File: src/rtl/crcp_pkg.sv
package crcp_pkg;

   // Structure picked for the next-state logic
   typedef enum logic [0:0] {
      STEP_SHIFT  = 1'b0,   // one bit per cycle, direct feedback form
      STEP_MATRIX = 1'b1    // w bits per cycle, w-th power of the step matrix
   } step_kind_e;

   function automatic step_kind_e pick_step(input int unsigned word_w);
      return (word_w == 1) ? STEP_SHIFT : STEP_MATRIX;
   endfunction

   // The word must be non-empty and must tile the register exactly
   function automatic bit widths_legal(input int unsigned crc_w,
                                       input int unsigned word_w);
      return (word_w >= 1) && (crc_w >= 2) && (word_w <= crc_w) &&
             ((crc_w % word_w) == 0);
   endfunction

endpackage

File: src/rtl/crcp_word_embed.sv
// Places the incoming word in the lowest state positions and ties the
// remaining upper positions to zero.
module crcp_word_embed #(
   parameter int unsigned CRC_W  = 16,
   parameter int unsigned DATA_W = 8
) (
   input  logic [DATA_W-1:0] word,
   output logic [CRC_W-1:0]  lane
);
   localparam int unsigned PAD_W = CRC_W - DATA_W;

   generate
      if (PAD_W == 0) begin : g_full
         assign lane = word;
      end else begin : g_padded
         assign lane = {{PAD_W{1'b0}}, word};
      end
   endgenerate
endmodule

File: src/rtl/crcp_next_state.sv
// Combinational next state of the remainder register for one accepted word.
module crcp_next_state
   import crcp_pkg::*;
#(
   parameter int unsigned         CRC_W  = 16,
   parameter int unsigned         DATA_W = 8,
   parameter logic [CRC_W-1:0]    POLY   = 16'h8005
) (
   input  logic [CRC_W-1:0] cur,
   input  logic [CRC_W-1:0] lane,
   output logic [CRC_W-1:0] nxt
);
   localparam step_kind_e KIND = pick_step(DATA_W);

   // mat[r][c]: contribution of old state bit c to new state bit r
   typedef logic [CRC_W-1:0][CRC_W-1:0] mat_t;

   // Start from the one-step matrix, then raise it to the DATA_W-th power.
   // The feedback column of each new power is the previous power times the
   // polynomial column. Every other column is taken from its neighbour in
   // the previous power.
   function automatic mat_t build_power();
      mat_t acc;
      mat_t tmp;
      acc = '0;
      for (int r = 0; r < int'(CRC_W); r++) begin
         acc[r][CRC_W-1] = POLY[r];
         if (r > 0) acc[r][r-1] = 1'b1;
      end
      for (int i = 2; i <= int'(DATA_W); i++) begin
         for (int r = 0; r < int'(CRC_W); r++) begin
            tmp[r][CRC_W-1] = ^(acc[r] & POLY);
            for (int c = 0; c < int'(CRC_W) - 1; c++) begin
               tmp[r][c] = acc[r][c+1];
            end
         end
         acc = tmp;
      end
      return acc;
   endfunction

   generate
      if (KIND == STEP_SHIFT) begin : g_shift
         logic fb;
         assign fb     = cur[CRC_W-1];
         assign nxt[0] = lane[0] ^ fb;
         for (genvar r = 1; r < CRC_W; r++) begin : g_bit
            assign nxt[r] = cur[r-1] ^ (POLY[r] & fb) ^ lane[r];
         end
      end else begin : g_matrix
         localparam mat_t FW = build_power();
         for (genvar r = 0; r < CRC_W; r++) begin : g_row
            assign nxt[r] = (^(FW[r] & cur)) ^ lane[r];
         end
      end
   endgenerate
endmodule

File: src/rtl/crcp_state_reg.sv
// Remainder register: synchronous clear first, then load on valid.
module crcp_state_reg #(
   parameter int unsigned CRC_W = 16
) (
   input  logic             clk,
   input  logic             clr,
   input  logic             valid,
   input  logic [CRC_W-1:0] nxt,
   output logic [CRC_W-1:0] q
);
   always_ff @(posedge clk) begin
      if (clr)        q <= '0;
      else if (valid) q <= nxt;
   end

   // Armed once the first clear has been seen
   logic armed = 1'b0;
   always_ff @(posedge clk) armed <= armed | clr;

   assert_clear_zero_R1: assert property (@(posedge clk) disable iff (!armed)
      $past(clr) |-> (q == '0))
      else $error("clear did not zero the register");

   assert_idle_hold_R2: assert property (@(posedge clk) disable iff (!armed)
      (!clr && !valid) |=> $stable(q))
      else $error("register moved without valid");
endmodule

File: src/rtl/crcp_engine.sv
module crcp_engine
   import crcp_pkg::*;
#(
   parameter int unsigned      CRC_W  = 16,
   parameter int unsigned      DATA_W = 8,
   parameter logic [CRC_W-1:0] POLY   = 16'h8005
) (
   input  logic              clk,
   input  logic              clr,
   input  logic              valid,
   input  logic [DATA_W-1:0] data,
   output logic [CRC_W-1:0]  fcs
);
   // Elaboration-time parameter checks
   generate
      if (!widths_legal(CRC_W, DATA_W)) begin : g_bad_width
         $error("DATA_W must be at least 1 and divide CRC_W");
      end
      if (POLY[0] != 1'b1) begin : g_bad_poly
         $error("generator needs a constant term");
      end
   endgenerate

   logic [CRC_W-1:0] lane;
   logic [CRC_W-1:0] nxt;

   crcp_word_embed #(.CRC_W(CRC_W), .DATA_W(DATA_W)) u_embed (
      .word (data),
      .lane (lane)
   );

   crcp_next_state #(.CRC_W(CRC_W), .DATA_W(DATA_W), .POLY(POLY)) u_next (
      .cur  (fcs),
      .lane (lane),
      .nxt  (nxt)
   );

   crcp_state_reg #(.CRC_W(CRC_W)) u_reg (
      .clk   (clk),
      .clr   (clr),
      .valid (valid),
      .nxt   (nxt),
      .q     (fcs)
   );

   logic armed = 1'b0;
   always_ff @(posedge clk) armed <= armed | clr;

   // A word entering an all-zero register lands unchanged in the low bits
   assert_impulse_low_R4: assert property (@(posedge clk) disable iff (!armed)
      (!clr && valid && fcs == '0) |=> (fcs[DATA_W-1:0] == $past(data)))
      else $error("word did not land in the low state bits");

   assert_impulse_high_R4: assert property (@(posedge clk) disable iff (!armed)
      (!clr && valid && fcs == '0) |=> ((fcs >> DATA_W) == '0))
      else $error("word leaked into the upper state bits");

   // Zero state fed with zero words stays zero (linearity)
   assert_zero_fixed_R4: assert property (@(posedge clk) disable iff (!armed)
      (!clr && valid && data == '0 && fcs == '0) |=> (fcs == '0))
      else $error("zero state left on zero input");

   generate
      if (DATA_W == 1) begin : g_serial_chk
         assert_serial_tap0_R3: assert property (@(posedge clk)
            disable iff (!armed)
            (!clr && valid) |=> (fcs[0] == ($past(data[0]) ^ $past(fcs[CRC_W-1]))))
            else $error("bit 0 update wrong");
      end
   endgenerate
endmodule

File: config.mk
export PLATFORM = sky130hd
export DESIGN_NAME = crcp_engine
export DESIGN_NICKNAME = d
export VERILOG_FILES = /design/src/rtl/crcp_pkg.sv /design/src/rtl/crcp_word_embed.sv /design/src/rtl/crcp_next_state.sv /design/src/rtl/crcp_state_reg.sv /design/src/rtl/crcp_engine.sv
export SDC_FILE = /design/constraint.sdc
export NUM_CORES = 1
export LEC_CHECK = 0
export ABC_AREA = 1
export BUFFER_PORTS_ARGS = -buffer_cell sky130_fd_sc_hd__buf_2
export CORE_MARGIN = 3
export CORE_UTILIZATION = 24
export CTS_CLUSTER_SIZE = 24
export DETAILED_ROUTE_END_ITERATION = 8
export GPL_ROUTABILITY_DRIVEN = 0
export GPL_TIMING_DRIVEN = 0
export PLACE_DENSITY = 0.4
export SETUP_SLACK_MARGIN = 0.15
export SYNTH_ARGS = -nofsm -noshare
export SYNTH_HDL_FRONTEND = slang
export SYNTH_HIERARCHICAL = 1
export SYNTH_SLANG_ARGS = --single-unit
File: constraint.sdc
create_clock -name clk -period 1.6 [get_ports clk]
set_input_delay 0.32 -clock clk [delete_from_list [all_inputs] [get_ports clk]]
set_output_delay 0.32 -clock clk [all_outputs]
set_load 0.01 [all_outputs]
Yosys cells after proc, flatten, opt, wreduce, memory -nomap -nowiden
Cells that the tools add are included.
- reduce and logical (&&, ||, !) cells: 16
- bitwise operators: 8
- operators by type and width (cell ; count):
    parity 16 bit ; 16
    bitwise XOR 1 bit ; 8
- word-level logic and storage cells: 25
- output and inout port bits: 16
- input bits: 11
- register bits: 16

Longest topological paths before layout
- depth after elaboration: 2
- depth in mapped cells: 13
- depth with buffers taken out: 13

Cells and area by module
Netlist, hierarchy kept.
- by module, submodules not included (module ; instances ; cells an instance ; sequential area each (um2) ; area each (um2)):
    crcp_state_reg ; 1 ; 101 ; 320.3 ; 670.6
    crcp_next_state ; 1 ; 79 ; 0.0 ; 439.2
    crcp_word_embed ; 1 ; 17 ; 0.0 ; 123.9

Worst setup path before layout
Ideal clock, no wire load.
- kind: reg-to-reg
- start point: register u_reg.q[12]
- end point: register u_reg.q[0]
- buffers on the path: 0
- stages on the path, launching flop included: 14
- setup slack: 0.352 ns
- data required time: 1.487 ns
- setup time: 0.113 ns
- period minus slack after synthesis: 1.248 ns
- data arrival time: 1.135 ns
- path through: dfxtp_1 inv_1 nand2_1 nand2_2 nand2_2 nand2_2 inv_2 nand2_1 nand3_1 nand2_1 inv_1 nand2_1 nand2_1 nor2_1
- cells in the longest elaborated chain, start to end: 2
- RTL lines (item ; line ; source):
    from (decl) ; crcp_state_reg.sv:9 ; output logic [CRC_W-1:0] q
    from (signal assigned) ; crcp_state_reg.sv:13 ; else if (valid) q <= nxt;
    parity 16 bit ; crcp_next_state.sv:53 ; assign nxt[r] = (^(FW[r] & cur)) ^ lane[r];
    bitwise XOR 1 bit ; crcp_next_state.sv:53 ;
    via nxt[0] ; crcp_engine.sv:25 ; logic [CRC_W-1:0] nxt;
The timed path passes the listed nets, and every way through them passes these cells.
A chain may end at the register's enable or synchronous reset.

Worst setup path in the final report
- start point: register u_reg.q[10]
- end point: register u_reg.q[15]
- cells in the longest elaborated chain, start to end: 1
- RTL lines (item ; line):
    parity 16 bit ; crcp_next_state.sv:53
    via nxt[15] ; crcp_engine.sv:25
The timed path passes the listed nets, and every way through them passes these cells.

==> flow_summary.json <==
{
  "intPower_uw": 888.1,
  "layout_commonest_cell": "nand2_1",
  "met3_length_um": 98,
  "final_area_um2": 1509,
  "cpMostUsedCell": "nand2_1",
  "die_w_um": 77.70,
  "fin_skew_ns": 0.002646,
  "grt_pass1_vias": 985,
  "vdd_drop_max_mv": 0.3249,
  "cp_slowest_cell": "dfxtp_2",
  "routed_wirelength_mm": 2.650,
  "viasPerCell": 3.563,
  "ant_nets": 0,
  "synth.distinct_cells": 14,
  "arrival_ns": 1.47,
  "cts.htree.levels": 1,
  "cts_tree": "built",
  "clk_pin_slew_ns": 0.07,
  "rrSetupSlack_ns": 0.31,
  "vias": 1044,
  "ys_ff_latch": 16,
  "seq_area_frac_synth_pct": 25.96,
  "die_h_um": 77.70,
  "routedWlPerCell_um": 9.044,
  "finalHoldViolations": 0,
  "drive_gt1_share_pct": 29.65,
  "synth_compound_area_share_pct": 0,
  "utilization_pct": 31.12,
  "core_area_um2": 4848,
  "cp_top_family": "simple AND/OR/NAND/NOR gates",
  "postCtsResizedCells": 0,
  "switching_power_uw": 487.9,
  "clkLatencyLatePin_ns": 0.25,
  "drv_cap": 0,
  "cts_root_buf": "clkbuf_8",
  "cts_buffers": 3,
  "pwr-share-seq_pct": 36.2,
  "status": "completed",
  "r2r-start": "u_reg/q[10]",
  "io_buffers": 18,
  "yosys_warnings": 6,
  "critPathCapture": "u_reg/q[15]",
  "drv_slew": 0,
  "met2_length_mm": 1.128,
  "clock-sinks": 16,
  "grt_max_degree": 11,
  "yosys.area_share.simple_pct": 35.70,
  "critPathLaunch": "u_reg/q[10]",
  "fin_crit_ns": 1.287,
  "crit_buf_inv": 2,
  "powerDensity_nw_per_um2": 911.9,
  "layout_common_cells": "nand2_1 (66), nor2_1 (30), inv_1 (24)",
  "avgSynthCellArea_um2": 6.262,
  "antenna_found_initial": 0,
  "placed_area_um2": 1434,
  "antenna_cells": 0,
  "power.leakage_nw": 0.8691,
  "fin_crit_sh_pct": 80.47,
  "p_sw_share_pct": 35.46,
  "fill_cells": 576,
  "dr.first_iter.drc_count": 26,
  "path_cells": "inv_1 > nand2_1 > nand2_2 > nand2_1 > nand2_1 > nand2_1 > nand3_1 > nand2_1 > inv_1 > nand2_1 > nand2_1 > nor2_1",
  "clockPowerShare_pct": 26.9,
  "dr.max_layer_used": "met4",
  "grt_pass1_wl_mm": 4.526,
  "clock.fmax_mhz": 776.7,
  "track_usage_pct": 9.323,
  "grt_overflow": 0,
  "worstPathRequired_ns": 1.79,
  "cp_slowest_stage_delay_ns": 0.40,
  "rsz0062_at_grt": "no",
  "hold_path_class": "in2reg",
  "hpwlAfterDp_mm": 2.050,
  "comb_power_share_pct": 36.9,
  "row_count": 25,
  "start_util_pct": 25.45,
  "synthCells": 197,
  "post_cts_buffers": 0,
  "yosys-mux-area-fraction_pct": 0,
  "cts-hold-fix-buffers": 0,
  "syn_area_um2": 1234,
  "finalSetupViolCount": 0,
  "drc_errors": 0,
  "dr.pass1.iters": 4,
  "clockBufferDepth": 2,
  "synth-xor-area-share_pct": 16.13,
  "cp-start-kind": "flip-flop",
  "path_depth": 12,
  "largest-register": "u_reg/q",
  "final_nets": 238,
  "setup_tns_ns": 0,
  "reg2reg_depth": 12,
  "crit_type": "reg2reg",
  "synth_top_family_by_area": "simple AND/OR/NAND/NOR gates",
  "area_growth_pct": 22.31,
  "largest_reg_flops": 16,
  "die_area_um2": 6037,
  "end_kind": "flip-flop",
  "wl_met1_mm": 1.403,
  "critPathMaxFanout": 6,
  "pin_count": 27,
  "regToRegEndpoint": "u_reg/q[15]",
  "reg_top3": "u_reg/q x16",
  "synthAdderAreaFrac_pct": 0
}
worst min-delay path by stage:
stage               cells past startpoint  startpoint          end
finish                                  4       valid  u_reg/q[13]
CTS                                     4       valid  u_reg/q[13]
global route                            4       valid  u_reg/q[13]
global placement                        2  u_reg/q[1]   u_reg/q[1]
floorplan                               3       valid  u_reg/q[13]
detailed placement                      2  u_reg/q[6]   u_reg/q[6]
kinds of logic (layout without fill, tap and decap cells):
| logic type | count (synthesis) | in the layout |
|---|---|---|
| AND/OR/NAND/NOR | 110 | 110 |
| XOR/XNOR | 21 | 21 |
| other | 1 | 8 |
| buffers and inverters | 49 | 71 |
| flip-flops | 16 | 16 |
power groups by stage:
stage	clock [mW]	combinational, mW	sequential (mW)
5_1_grt	0.402	0.591	0.509
3_3_place_gp	0	0.506	0.504
4_1_cts	0.383	0.509	0.495
6_report	0.370	0.508	0.498
3_5_place_dp	0	0.506	0.504
2_1_floorplan	0	0.375	0.516
synthesized netlist by cell type:
library cell / instances / area share [%]
buf_4: 17 / 10
buf_6: 3 / 2.7
conb_1: 1 / 0.30
dfxtp_1: 16 / 26
inv_1: 26 / 7.9
inv_2: 3 / 0.91
nand2_1: 67 / 20
nand2_2: 7 / 3.5
nand3_1: 4 / 1.6
nor2_1: 30 / 9.1
nor2_2: 2 / 1.0
xnor2_1: 6 / 4.3
xnor2_2: 2 / 2.6
xor2_1: 13 / 9.2
stage by stage:
stage	setup slack [ns]	total power, mW	hold WS [ns]	cells
global route	0.1644	1.501	0.4303	293
detailed placement	0.2063	1.010	0.4871	289
CTS	0.1875	1.387	0.3998	293
global placement	0.1915	1.010	0.4890	289
finish	0.3125	1.376	0.3968	293
floorplan	0.3523	0.8911	0.4749	204
final cells by class:
class,count,area (µm²),area share (%)
Sequential cell,16,332.8,22.06
Tap cell,67,83.83,5.556
Clock buffer,4,55.05,3.648
Multi-Input combinational cell,139,676.9,44.86
Timing Repair Buffer,18,90.09,5.970
Inverter,29,108.9,7.214
Buffer,20,161.4,10.70
worst reg2reg max path, cell delays in order (launching register included):
cell     delay (ns)
dfxtp_2        0.40
inv_1          0.08
nand2_1        0.07
nand2_2        0.09
nand2_1        0.07
nand2_1        0.06
nand2_1        0.09
nand3_1        0.07
nand2_1        0.07
inv_1          0.05
nand2_1        0.05
nand2_1        0.05
nor2_1         0.08
routing by layer:
metal / track usage [%] / vias to the layer above
li1: - / 599
met1: 12.70 / 423
met2: 14.73 / 20
met3: 1.624 / 2
met4: 3.203 / 0
met5: 0 / -
Note: power is estimated with default switching activity, not from simulation.
